==> src/rtl/accfilt_pkg.sv <==
package accfilt_pkg;
  // Strobes from control to datapath, all valid in the current cycle
  typedef struct packed {
    logic clearAll;  // zero every register this edge
    logic accept;    // a selected sample is present
    logic first;     // sample starts a new group
    logic complete;  // sample closes the current group
  } filt_strobe_t;
endpackage

==> src/rtl/accfilt_ctrl.sv <==
module accfilt_ctrl
  import accfilt_pkg::*;
#(
  parameter int CHAN_W = 2,
  parameter int LEN_W  = 3,
  parameter int MAV_W  = 2
) (
  input  logic              clk,
  input  logic              rst_n,
  input  logic              clear_i,
  input  logic              sampleValid,
  input  logic [CHAN_W-1:0] sampleChan,
  input  logic [CHAN_W:0]   inSel,
  input  logic [LEN_W-1:0]  addLen,
  input  logic [MAV_W-1:0]  mavLen,
  output filt_strobe_t      strb,
  output logic [LEN_W-1:0]  addCount
);
  localparam int CFG_W = CHAN_W + 1 + LEN_W + MAV_W;

  logic [CFG_W-1:0] cfgNow;
  logic [CFG_W-1:0] cfgPrev;
  logic             cfgChanged;
  logic             chanHit;

  assign cfgNow     = {inSel, addLen, mavLen};
  assign cfgChanged = (cfgNow != cfgPrev);
  assign chanHit    = inSel[CHAN_W] && (sampleChan == inSel[CHAN_W-1:0]);

  always_comb begin
    strb.clearAll = clear_i || cfgChanged;
    strb.accept   = sampleValid && chanHit && !strb.clearAll;
    strb.first    = (addCount == '0);
    strb.complete = strb.accept && (addCount == addLen);
  end

  always_ff @(posedge clk or negedge rst_n) begin
    if (!rst_n) begin
      cfgPrev  <= '0;
      addCount <= '0;
    end else begin
      cfgPrev <= cfgNow;
      if (strb.clearAll)      addCount <= '0;
      else if (strb.complete) addCount <= '0;
      else if (strb.accept)   addCount <= addCount + 1'b1;
    end
  end

  // counter never passes the programmed group end
  a_r4_count_bound: assert property (@(posedge clk) disable iff (!rst_n)
    !strb.clearAll |-> (addCount <= addLen));

  // a configuration change leaves the counter at zero
  a_r8_cfg_clear: assert property (@(posedge clk) disable iff (!rst_n)
    cfgChanged |=> (addCount == '0));

  // no sample is taken while the enable bit is clear
  a_r2_disabled: assert property (@(posedge clk) disable iff (!rst_n)
    !inSel[CHAN_W] |-> !strb.accept);
endmodule

==> src/rtl/accfilt_dpath.sv <==
module accfilt_dpath
  import accfilt_pkg::*;
#(
  parameter int SAMPLE_W = 10,
  parameter int LEN_W    = 3,
  parameter int MAV_W    = 2
) (
  input  logic                      clk,
  input  logic                      rst_n,
  input  filt_strobe_t              strb,
  input  logic [SAMPLE_W-1:0]       sampleData,
  input  logic [MAV_W-1:0]          mavLen,
  output logic [SAMPLE_W+LEN_W-1:0] curSum,
  output logic [(2**MAV_W-1)*(SAMPLE_W+LEN_W)-1:0] histOut,
  output logic [SAMPLE_W+LEN_W+MAV_W:0] finalSum,
  output logic                      irqFlag
);
  localparam int IR_W   = SAMPLE_W + LEN_W;
  localparam int HIST_N = 2**MAV_W - 1;
  localparam int FIN_W  = IR_W + MAV_W + 1;

  logic [IR_W-1:0]  hist [HIST_N];
  logic [IR_W:0]    sumWide;
  logic [IR_W-1:0]  nextSum;
  logic [FIN_W-1:0] histTotal;
  logic [FIN_W-1:0] nextFinal;

  // stage one: running group sum, one guard bit to observe overflow
  always_comb begin
    if (strb.first) sumWide = {{(LEN_W+1){1'b0}}, sampleData};
    else            sumWide = {1'b0, curSum} + {{(LEN_W+1){1'b0}}, sampleData};
    nextSum = sumWide[IR_W-1:0];
  end

  // stage two: add only the history entries the moving-sum code asks for
  always_comb begin
    histTotal = '0;
    for (int i = 0; i < HIST_N; i++) begin
      if (i < int'(mavLen)) histTotal = histTotal + FIN_W'(hist[i]);
    end
    nextFinal = histTotal + FIN_W'(nextSum);
  end

  always_ff @(posedge clk or negedge rst_n) begin
    if (!rst_n) begin
      curSum   <= '0;
      finalSum <= '0;
      irqFlag  <= 1'b0;
    end else if (strb.clearAll) begin
      curSum   <= '0;
      finalSum <= '0;
      irqFlag  <= 1'b0;
    end else begin
      irqFlag <= strb.complete;
      if (strb.accept)   curSum   <= nextSum;
      if (strb.complete) finalSum <= nextFinal;
    end
  end

  // history shift register, entry 0 newest
  for (genvar g = 0; g < HIST_N; g++) begin : gHist
    logic [IR_W-1:0] shiftIn;
    if (g == 0) begin : gHead
      assign shiftIn = nextSum;
    end else begin : gTail
      assign shiftIn = hist[g-1];
    end
    always_ff @(posedge clk or negedge rst_n) begin
      if (!rst_n)             hist[g] <= '0;
      else if (strb.clearAll) hist[g] <= '0;
      else if (strb.complete) hist[g] <= shiftIn;
    end
    assign histOut[g*IR_W +: IR_W] = hist[g];
  end

  // a clear zeroes the visible state
  a_r1_clear_zero: assert property (@(posedge clk) disable iff (!rst_n)
    strb.clearAll |=> (curSum == '0 && finalSum == '0 && histOut == '0 && !irqFlag));

  // on each group completion older entries move down one place
  a_r5_shift: assert property (@(posedge clk) disable iff (!rst_n)
    irqFlag |-> (histOut[2*IR_W-1:IR_W] == $past(histOut[IR_W-1:0])));

  // nothing moves without an accepted sample
  a_r2_hold: assert property (@(posedge clk) disable iff (!rst_n)
    (!strb.accept && !strb.clearAll) |=> ($stable(curSum) && $stable(finalSum) && $stable(histOut)));

  // the final result only moves together with the flag
  a_r7_final_with_irq: assert property (@(posedge clk) disable iff (!rst_n)
    ((finalSum != $past(finalSum)) && !$past(strb.clearAll)) |-> irqFlag);

  // the group sum never needs the guard bit
  a_r10_no_overflow: assert property (@(posedge clk) disable iff (!rst_n)
    strb.accept |-> !sumWide[IR_W]);
endmodule

==> src/rtl/accfilt_top.sv <==
module accfilt_top
  import accfilt_pkg::*;
#(
  parameter int SAMPLE_W = 10,
  parameter int CHAN_W   = 2,
  parameter int LEN_W    = 3,
  parameter int MAV_W    = 2,
  localparam int IR_W    = SAMPLE_W + LEN_W,
  localparam int HIST_N  = 2**MAV_W - 1,
  localparam int FIN_W   = IR_W + MAV_W + 1
) (
  input  logic                   clk,
  input  logic                   rst_n,
  input  logic                   clear_i,
  input  logic                   sampleValid,
  input  logic [SAMPLE_W-1:0]    sampleData,
  input  logic [CHAN_W-1:0]      sampleChan,
  input  logic [CHAN_W:0]        inSel,
  input  logic [LEN_W-1:0]       addLen,
  input  logic [MAV_W-1:0]       mavLen,
  output logic [IR_W-1:0]        curSum,
  output logic [LEN_W-1:0]       addCount,
  output logic [HIST_N*IR_W-1:0] histOut,
  output logic [FIN_W-1:0]       finalSum,
  output logic                   irqFlag
);
  filt_strobe_t strb;

  accfilt_ctrl #(.CHAN_W(CHAN_W), .LEN_W(LEN_W), .MAV_W(MAV_W)) ctrl_i (
    .clk(clk), .rst_n(rst_n), .clear_i(clear_i), .sampleValid(sampleValid),
    .sampleChan(sampleChan), .inSel(inSel), .addLen(addLen), .mavLen(mavLen),
    .strb(strb), .addCount(addCount)
  );

  accfilt_dpath #(.SAMPLE_W(SAMPLE_W), .LEN_W(LEN_W), .MAV_W(MAV_W)) dpath_i (
    .clk(clk), .rst_n(rst_n), .strb(strb), .sampleData(sampleData),
    .mavLen(mavLen), .curSum(curSum), .histOut(histOut),
    .finalSum(finalSum), .irqFlag(irqFlag)
  );
endmodule

==> config.mk <==
export PLATFORM = sky130hd
export DESIGN_NAME = accfilt_top
export DESIGN_NICKNAME = d
export VERILOG_FILES = /design/src/rtl/accfilt_pkg.sv /design/src/rtl/accfilt_ctrl.sv /design/src/rtl/accfilt_dpath.sv /design/src/rtl/accfilt_top.sv
export SDC_FILE = /design/constraint.sdc
export NUM_CORES = 1
export LEC_CHECK = 0
export BUFFER_PORTS_ARGS = -buffer_cell sky130_fd_sc_hd__buf_2
export CORE_MARGIN = 8
export CORE_UTILIZATION = 64
export CTS_BUF_LIST = sky130_fd_sc_hd__clkbuf_4
export DETAILED_ROUTE_END_ITERATION = 12
export PLACE_DENSITY = 0.95
export SKIP_LAST_GASP = 1
export SLEW_MARGIN = 20
export SYNTH_ARGS = -nofsm -noshare
export SYNTH_HDL_FRONTEND = slang
export SYNTH_SLANG_ARGS = --single-unit
export TNS_END_PERCENT = 100
==> constraint.sdc <==
create_clock -name clk -period 12.6 [get_ports clk]
set_input_delay 0 -clock clk [delete_from_list [all_inputs] [get_ports clk]]
set_output_delay 0 -clock clk [all_outputs]
set_load 0.005 [all_outputs]
==> results.md <==
- DRT Wirelength: 16400 um
- Area Overhead vs Synth: 12.4%
- Most common library cell in the layout ignoring fill and taps: nand2_1
- Cell Count Post-Placement: about 900
- Final nets: 895
- Final setup TNS: 0 ns
- Die height: between 100 and 150 um
- Largest net degree at the start of global routing: 81
- Chip Width: between 100 and 150 um
- Power Internal: approximately 360 uW
- RSZ-0062 raised after global routing: false
- Site row count: 35
- Yosys top cell by area: dfrtp_1
- Tmin final: slightly below 7 ns
- # setup viols final: 0
- Max_cap viols: 0
- Leak: about 0.0031 uW
- Dpl ws: about 6 ns
- Sw Pwr: about 130 uW
- Hold crit path type: in -> reg
- Number of synthesized register bits: 80
- Crit Path Max Fanout: 27
- Setup WS post-layout: between 5 and 6 ns
- CP max stage delay: 0.54 ns
- Distinct cells, synth: 60
- Initial Util: 0.654
- Mapped cell area: approximately 0.006 sq mm
- FILL cells: about 670
- Htree depth: 3
- Pins Over Slew Limit: 0
- Slew margin rel.: 0.299
- Syn nets: 818
- Vias: approximately 5800
- Root buffer cell: clkbuf_4
- Buffer depth of the longest clock path: 2
- Seq pwr share: 0.527
- Top-level I/O count: between 90 and 100
- Ys async rst share: 1.00
- Share of the synthesized area in the top cell type: 0.333
- Diodes inserted: 0
- Overall routing resource usage: 0.264
- Drt wl/cell: between 15 and 20 um
- Final instance area: about 0.0068 sq mm
- Initial antenna violation count: 0
- Average cell area after synthesis: 8.09 sq um
- IO buf count: between 90 and 100
- Worst Setup End Kind: flip-flop
- Top FF cell, synth: dfrtp_1
- Fmax: 145 MHz
- RePlAce Congestion: between 0.9 and 1
- Combinational power share: 0.094
- CP Launch Type: input pin
- Post-synth EDFFs: 0
- Crit. Startpoint: mavLen[1]
- Least-Margin Pin Slew: approximately 1.0 ns
- Post-detail-place hpwl: roughly 12000 um
- Seq/Total Area, Yosys: 0.333
- Final period utilization: 0.549
- Final Hold Fails: 0
- Slowest CP cell: dlygate4sd3_1
- Iter 0 DRT Violations: between 300 and 400
- CTS buffer count: 9
- Core region area: between 0.009 and 0.01 sq mm
- Syn Inst Count: approximately 740
- WP data arrival: between 7 and 8 ns
- Hold Startpoint: sampleData[0]
- Outcome: completed
- Die area: ~0.013 sq mm
- Setup Skew: about 0.034 ns
- Final Total Pwr: slightly below 500 uW
- PwrDens: between 70 and 80 mW/mm^2
- Wire length of the first global-routing pass: ~28000 um
- Clk Latency, worst-skew pair: approximately 0.45 ns
- DR pass1 iterations: 5
- DP Area: approximately 0.0065 sq mm
- Share of cells above drive strength 1: 0.155
- CP required: about 13 ns
- CP Class: in -> reg
- Clock Sinks: 80
- Finished Layout Cells: 936
- Reg clk slew, reported paths: 0.17 ns
- Switching part of the total: 0.270
- Via density: 6.14
- CTS tree: built
- Vias in the first global route: 5789
- # DRC: 0
- GRT Residual Overflow: 0
- Top cells by area, synth: dfrtp_1 (33%), ha_1 (9.8%), nand2_1 (8.0%), a21oi_1 (6.3%), nor2_1 (5.0%)
- Clk pwr share: 0.379
- Antenna-violating nets left: 0
- Post_cts resized: 0
- Max VDD drop: 0.0000459 V
- Most frequent cells in the layout: nand2_1 (127), buf_2 (94), nor2_1 (80), dfrtp_1 (80), a21oi_1 (76)
- FF-to-FF Start: dpath_i.gHist[1].shiftIn[0]$_DFFE_PN0P_
- Synth warn: 0
-- worst max-delay path: cells and delay by family --
family,cells,cell delay [ns]
adder cells (fa/ha/maj),4,1.27
buffers and inverters,4,1.14
AND/OR/NAND/NOR,6,1.38
multiplexers,2,0.30
AO/OA/AOI/OAI,14,2.73
XOR/XNOR,3,0.43
-- metrics by stage --
stage | hold WS [ns] | utilization
final | 0.0470 | 0.734
after global routing | 0.0345 | 0.734
after CTS | 0.0170 | 0.734
after detailed placement | 0.152 | 0.706
after global placement | 0.146 | 0.706
after floorplan | -0.296 | -
-- synth_stat cells (3+ instances only) --
cell / instances
nand2_1: 128
dfrtp_1: 80
nor2_1: 80
a21oi_1: 76
ha_1: 47
inv_1: 32
xnor2_1: 32
clkbuf_1: 30
a211oi_1: 22
o21ai_0: 17
xor2_1: 17
o21ai_1: 14
nor3_1: 13
o21a_1: 12
and2_1: 11
nand3_1: 10
a21o_1: 9
mux2i_1: 9
nor2b_1: 8
nand2b_1: 7
o22ai_1: 6
o31a_1: 6
buf_2: 5
a31oi_1: 4
fa_1: 4
or3_1: 4
a22oi_1: 3
and3_1: 3
buf_1: 3
maj3_1: 3
o211ai_1: 3
o31ai_1: 3
-- per-layer routing --
metal  GRT usage  wire, um  part of all wire
met5           0         0                 0
met4      0.0941       389             0.024
met3      0.0479      1270             0.077
met2       0.439      7750              0.47
met1       0.339      7030              0.43
-- repair_timing --
| item | CTS | global route |
|---|---|---|
| setup endpoints to repair | 0 | 0 |
| hold endpoints to repair | 88 | 0 |
| hold buffers | 9 | 0 |
| buffers inserted | 0 | 0 |
-- power groups by stage --
stage	logic [uW]	registers (uW)	clock network (uW)
6_report	45.9	259	186
5_1_grt	51.2	259	198
4_1_cts	44.7	259	187
3_5_place_dp	42.1	264	0
3_3_place_gp	40.0	263	0
2_1_floorplan	25.8	264	0
-- kinds of logic (layout without fill, tap and decap cells) --
kind of cell	count (synthesis)	in the layout	share of synthesized area
multiplexers	11	11	0.0187
buffers and inverters	73	155	0.0479
flip-flops	80	80	0.333
AO/OA/AOI/OAI	202	202	0.217
AND/OR/NAND/NOR	274	274	0.196
adder cells (fa/ha/maj)	54	54	0.116
XOR/XNOR	49	49	0.0714
-- flip-flops by register name (all words and copies together) (netlist names) --
name and flops:
ctrl_i.addCount 3, dpath_i.finalSum 16, dpath_i.histOut 13, dpath_i.curSum 13, dpath_i.gHist.shiftIn 26, ctrl_i.cfgPrev 8, dpath_i.irqFlag 1
-- layout make-up --
type	instances	area [sq um]	area share
multi-input combinational	590	3730	0.552
sequential	80	2000	0.296
timing repair buffer	106	587	0.0869
tap	111	139	0.0206
inverter	33	124	0.0183
clock inverter	7	104	0.0154
clock buffer	9	67.6	0.0100
-- final timing paths --
| path | cells past startpoint | endpoint | slack, ns |
|---|---|---|---|
| max | 33 | dpath_i.finalSum[14]$_DFFE_PN0P_ | 5.68 |
| min | 3 | dpath_i.gHist[1].shiftIn[0]$_DFFE_PN0P_ | 0.05 |
| max reg2reg | 30 | dpath_i.finalSum[14]$_DFFE_PN0P_ | 6.27 |
| min reg2reg | 2 | dpath_i.finalSum[15]$_DFFE_PN0P_ | 0.53 |
| max in group asynchronous | 2 | dpath_i.histOut[35]$_DFFE_PN0P_ | 11.96 |
| min in group asynchronous | 2 | ctrl_i.cfgPrev[5]$_DFF_PN0_ | 0.15 |
No activity file was read; power rests on OpenSTA's default activity.
